<file path="config.mk">
export PLATFORM = sky130hd
export DESIGN_NAME = burst_addr_gen
export DESIGN_NICKNAME = d
export VERILOG_FILES = /design/src/rtl/burst_addr_pkg.sv /design/src/rtl/burst_ctrl_decode.sv /design/src/rtl/burst_rpt_reg.sv /design/src/rtl/burst_cnt_core.sv /design/src/rtl/burst_addr_gen.sv
export SDC_FILE = /design/constraint.sdc
export NUM_CORES = 1
export LEC_CHECK = 0
export ABC_AREA = 1
export BUFFER_PORTS_ARGS = -buffer_cell sky130_fd_sc_hd__clkbuf_2
export CAP_MARGIN = 20
export CORE_ASPECT_RATIO = 1.25
export CORE_MARGIN = 8
export CORE_UTILIZATION = 45
export CTS_BUF_LIST = sky130_fd_sc_hd__clkbuf_16
export DETAILED_ROUTE_END_ITERATION = 8
export GPL_TIMING_DRIVEN = 1
export PLACE_DENSITY = 0.71
export SETUP_SLACK_MARGIN = 0.4
export SLEW_MARGIN = 20
export SYNTH_ARGS = -nofsm -noshare
export SYNTH_HDL_FRONTEND = slang
export SYNTH_HIERARCHICAL = 1
export SYNTH_SLANG_ARGS = --single-unit
export TNS_END_PERCENT = 30
</file>
<file path="constraint.sdc">
create_clock -name clk -period 1.6 [get_ports clk]
set_clock_uncertainty 0.1 [all_clocks]
set_input_delay 0.16 -clock clk [delete_from_list [all_inputs] [get_ports clk]]
set_output_delay 0.16 -clock clk [all_outputs]
set_load 0.02 [all_outputs]
</file>
<file path="src/rtl/burst_addr_pkg.sv">
package burst_addr_pkg;

    typedef enum logic [1:0] {
        ACT_HOLD = 2'd0,
        ACT_ADV  = 2'd1,
        ACT_LOAD = 2'd2,
        ACT_RPT  = 2'd3
    } act_e;

    typedef struct packed {
        logic rpt;
        logic load;
        logic adv;
    } strobe_t;

    function automatic strobe_t to_active_high(logic load_n, logic adv_n, logic rpt_n);
        strobe_t s;
        s.rpt  = ~rpt_n;
        s.load = ~load_n;
        s.adv  = ~adv_n;
        return s;
    endfunction

    function automatic act_e pick_action(strobe_t s);
        if (s.rpt)       return ACT_RPT;
        else if (s.load) return ACT_LOAD;
        else if (s.adv)  return ACT_ADV;
        else             return ACT_HOLD;
    endfunction

endpackage

</file>
<file path="src/rtl/burst_ctrl_decode.sv">
module burst_ctrl_decode
    import burst_addr_pkg::*;
(
    input  logic load_n,
    input  logic adv_n,
    input  logic rpt_n,
    output act_e act,
    output logic capture
);
    strobe_t strb;

    always_comb begin
        strb    = to_active_high(load_n, adv_n, rpt_n);
        act     = pick_action(strb);
        capture = strb.load;
    end
endmodule

</file>
<file path="src/rtl/burst_rpt_reg.sv">
module burst_rpt_reg #(
    parameter int AW = 8
) (
    input  logic          clk,
    input  logic          rst,
    input  logic          capture,
    input  logic [AW-1:0] ext_addr,
    output logic [AW-1:0] saved
);
    always_ff @(posedge clk) begin
        if (rst)
            saved <= '0;
        else if (capture)
            saved <= ext_addr;
    end
endmodule

</file>
<file path="src/rtl/burst_cnt_core.sv">
module burst_cnt_core
    import burst_addr_pkg::*;
#(
    parameter int AW = 8
) (
    input  logic          clk,
    input  logic          rst,
    input  act_e          act,
    input  logic [AW-1:0] ext_addr,
    input  logic [AW-1:0] saved,
    output logic [AW-1:0] cnt
);
    localparam logic [AW-1:0] STEP = AW'(1);

    logic [AW-1:0] cnt_nxt;

    always_comb begin
        unique case (act)
            ACT_RPT:  cnt_nxt = saved;
            ACT_LOAD: cnt_nxt = ext_addr;
            ACT_ADV:  cnt_nxt = cnt + STEP;
            default:  cnt_nxt = cnt;
        endcase
    end

    always_ff @(posedge clk) begin
        if (rst)
            cnt <= '0;
        else
            cnt <= cnt_nxt;
    end
endmodule

</file>
<file path="src/rtl/burst_addr_gen.sv">
module burst_addr_gen
    import burst_addr_pkg::*;
#(
    parameter int AW = 8
) (
    input  logic          clk,
    input  logic          rst,
    input  logic [AW-1:0] ext_addr,
    input  logic          load_n,
    input  logic          adv_n,
    input  logic          rpt_n,
    output logic [AW-1:0] cur_addr
);
    act_e          act;
    logic          capture;
    logic [AW-1:0] rpt_q;

    burst_ctrl_decode u_dec (
        .load_n  (load_n),
        .adv_n   (adv_n),
        .rpt_n   (rpt_n),
        .act     (act),
        .capture (capture)
    );

    burst_rpt_reg #(.AW(AW)) u_rpt (
        .clk      (clk),
        .rst      (rst),
        .capture  (capture),
        .ext_addr (ext_addr),
        .saved    (rpt_q)
    );

    burst_cnt_core #(.AW(AW)) u_cnt (
        .clk      (clk),
        .rst      (rst),
        .act      (act),
        .ext_addr (ext_addr),
        .saved    (rpt_q),
        .cnt      (cur_addr)
    );
endmodule

</file>
==> metrics.md <==
| Metric | Value |
|---|---|
| Result of the run | finished clean |
| Top-area cell type share of the netlist area | 32.99% |
| Setup crit end kind | flop |
| Final wirelength | 2.537 mm |
| Syn Area/Cell | roughly 6.3 um2 |
| IO Count | 21 |
| Worst Hold Class | in2reg |
| Maximum clock frequency | 0.7662 GHz |
| Routed via count | 1053 |
| Primary FF master, synth | dfxtp_1 |
| R2r worst-path depth | 9 |
| Initial Utilization | between 40% and 50% |
| Critical path's top delay family | simple AND/OR/NAND/NOR gates |
| Maximum VDD drop | 0.0006674 V |
| H-Tree Depth | 1 |
| Static Leak | 0.0006606 uW |
| Crit Reg-Reg Endpoint | u_cnt/cnt[7] |
| Worst Path Arrival | 1390 ps |
| Gpl congestion | a little over 0.8 |
| Synthesized netlist cell count | 153 |
| CP required | ~1700 ps |
| Commonest non-fill, non-tap cell in the layout | nand2_1 |
| Initial antenna violation count | 0 |
| Met2 Use GR | 22.28% |
| Met3 Usage GRT | 4.135% |
| Die W | roughly 58 um |
| Final ANT Viol Nets | 0 |
| YS warnings | 6 |
| Tot GR Track Use | 12.96% |
| Finish-stage setup viols | 0 |
| DR pass1 iterations | 4 |
| Fin crit share | 81.57% |
| DRC viols | 0 |
| Grt peak-use layer | met2 |
| Die area | 3909 um2 |
| Period minus WS final | 1305 ps |
| Die Ht | 67.94 um |
| CTS clk-pin slew, worst paths | 50 ps |
| CTS Buf Count | 3 |
| First-pass GRT wire length | between 4 and 5 mm |
| Syn nets | 170 |
| DP Wirelength | 1.784 mm |
| Longest Clk Path Bufs | 2 |
| Vias per cell | 5.112 |
| Hold Crit Start | ext_addr[1] |
| Sequential-to-total area share from yosys stat | 32.99% |
| Antenna cells | 0 |
| 1st-iter DRT viols | 36 |
| Post-synth ARST share | 0% |
| Most frequent cells in the layout | nand2_1 (35), clkbuf_2 (20), nor2_1 (19) |
| Flop2flop setup slack | 290 ps |
| WS Path Type | reg2reg |
| #FFs+latches synth | 16 |
| Crit-path cells | buf_4 -> nand2_1 -> nor2_2 -> nand2_1 -> nand2_1 -> nand3_1 -> nand2_1 -> nand2_2 -> a21oi_2 |
| Syn Std Cell Area | between 900 and 1000 um2 |
| Top cells by area, synth | dfxtp_1 (33%), nand2_1 (15%), inv_1 (8.1%), nor2_1 (7.7%), a21oi_1 (6.2%) |
| Worst hold slack | 109.3 ps |
| Area growth syn-to-layout | 39.05% |
| Max stage delay on crit path | 360 ps |
| Layout cells sized above 1 | between 30% and 40% |
| WL/cell | ~12 um |
| CTS tree | built |
| Worst-Margin Slew | 434.9 ps |
| Max-Cap Viols | 0 |
| CTS Sinks | 16 |
| Buf/Inv on CP | 1 |
| Rel. slew slack | between 70% and 80% |
| Crit path launch type | flop |
| CP most frequent cell | nand2_1 |
| Max-slew violation count | 0 |
| Overall power | 1280 uW |
| Row cnt | 19 |
| TNS Setup | 0 ps |
| Insertion delay to the later sink of the worst-skew pair | 250 ps |
| Reg2reg start | u_cnt/cnt[0] |
| # port buffers | 20 |
| Hold endpoint | u_rpt/saved[1] |
| Remaining Overflow, GRT | 0 |
| Vias in the first global route | 958 |
| Root buf cell | clkbuf_16 |
| Hold Path Cell Cnt | 5 |
| Maximum fanout along the worst path | 3 |
| Hold Vio Cnt, Final | 0 |
| Met1 Resource Use GR | about 14% |
| Core Region | 2116 um2 |
| Nets@finish | 203 |
| Largest net degree at the start of global routing | 17 |
| Area leader, netlist | dfxtp_1 |
| Power Density | 948.0 nW/um2 |
| Unrepaired setup endpoints after global routing | true |
| Post-synth cell types | 18 |
| Final core occ | 63.81% |
| Crit-path slowest cell | dfxtp_4 |
| Post-synth EDFFs | 0 |
-- power by group --
| part | internal [uW] | switching, uW | leakage, uW |
|---|---|---|---|
| Combinational | 139 | 173 | 0.000487 |
| Clock | 332 | 161 | 0.0000385 |
| Sequential | 438 | 36.6 | 0.000135 |
-- how the worst max path moves through the flow --
stage                   end  slack, ps         start  cells past startpoint
3_3_place_gp   u_cnt/cnt[2]         50         adv_n                     11
3_5_place_dp   u_cnt/cnt[2]         40         adv_n                     11
4_1_cts        u_cnt/cnt[6]        350  u_cnt/cnt[0]                      9
5_1_grt        u_cnt/cnt[6]        230  u_cnt/cnt[1]                      9
6_report       u_cnt/cnt[7]        290  u_cnt/cnt[0]                      9
2_1_floorplan  u_cnt/cnt[6]        340  u_cnt/cnt[1]                      9
-- sequential cells by signal (all words and copies together), names as in the netlist --
| name | cells |
|---|---|
| u_rpt/saved | 8 |
| u_cnt/cnt | 8 |
-- worst min-delay path, cell delays in order --
cell and delay [ps]:
clkbuf_2 90, inv_1 50, nand2_1 40, nand2_1 50
nor2_1 30
-- metal layers --
| metal | vias to the layer above | wire length [um] | part of all wire (%) |
|---|---|---|---|
| met5 | - | 0 | 0 |
| met2 | 29 | 1271 | 50 |
| met3 | 6 | 117 | 4.6 |
| met4 | 0 | 63 | 2.5 |
| li1 | 550 | - | - |
| met1 | 468 | 1085 | 43 |
-- Yosys cell counts, types with 3 or more instances --
| master | n |
|---|---|
| a21oi_1 | 12 |
| dfxtp_1 | 16 |
| ha_1 | 4 |
| inv_1 | 21 |
| nand2_1 | 39 |
| nand2_2 | 3 |
| nand3_1 | 8 |
| nor2_1 | 20 |
| nor2_2 | 3 |
| o21ai_0 | 12 |
| o21ai_1 | 3 |
| or2_2 | 3 |
-- kinds of logic (layout without fill, tap and decap cells) --
family,after synthesis,after routing,synth area share (%)
AO/OA/AOI/OAI,31,31,17.27
flip-flops,16,16,32.99
adder cells (fa/ha/maj),4,4,5.155
AND/OR/NAND/NOR,76,76,32.73
buffers and inverters,26,58,11.86
-- stage by stage --
step	setup WS [ps]	std cells	cell area, um2
6_report	294.9	206	1350
5_1_grt	230.2	206	1350
4_1_cts	354.9	198	1250
3_5_place_dp	44.89	190	1131
3_3_place_gp	49.63	190	1131
2_1_floorplan	342.9	153	1044
-- cell type report --
| cell class | count | area (um2) |
|---|---|---|
| Tap cell | 21 | 26.28 |
| Clock buffer | 3 | 75.07 |
| Sequential cell | 16 | 332.8 |
| Timing Repair Buffer | 33 | 201.4 |
| Fill cell | 201 | 765.7 |
| Clock inverter | 1 | 3.754 |
| Multi-Input combinational cell | 111 | 618.1 |
| Inverter | 21 | 92.59 |
-- timing repair --
action                                  CTS  global route
buffers inserted                          4             8
pin swaps                                 4             6
endpoints found under the setup margin    6             8
hold buffers                              0             0
gates resized for setup                   3            12
Note: power is estimated with default switching activity, not from simulation.
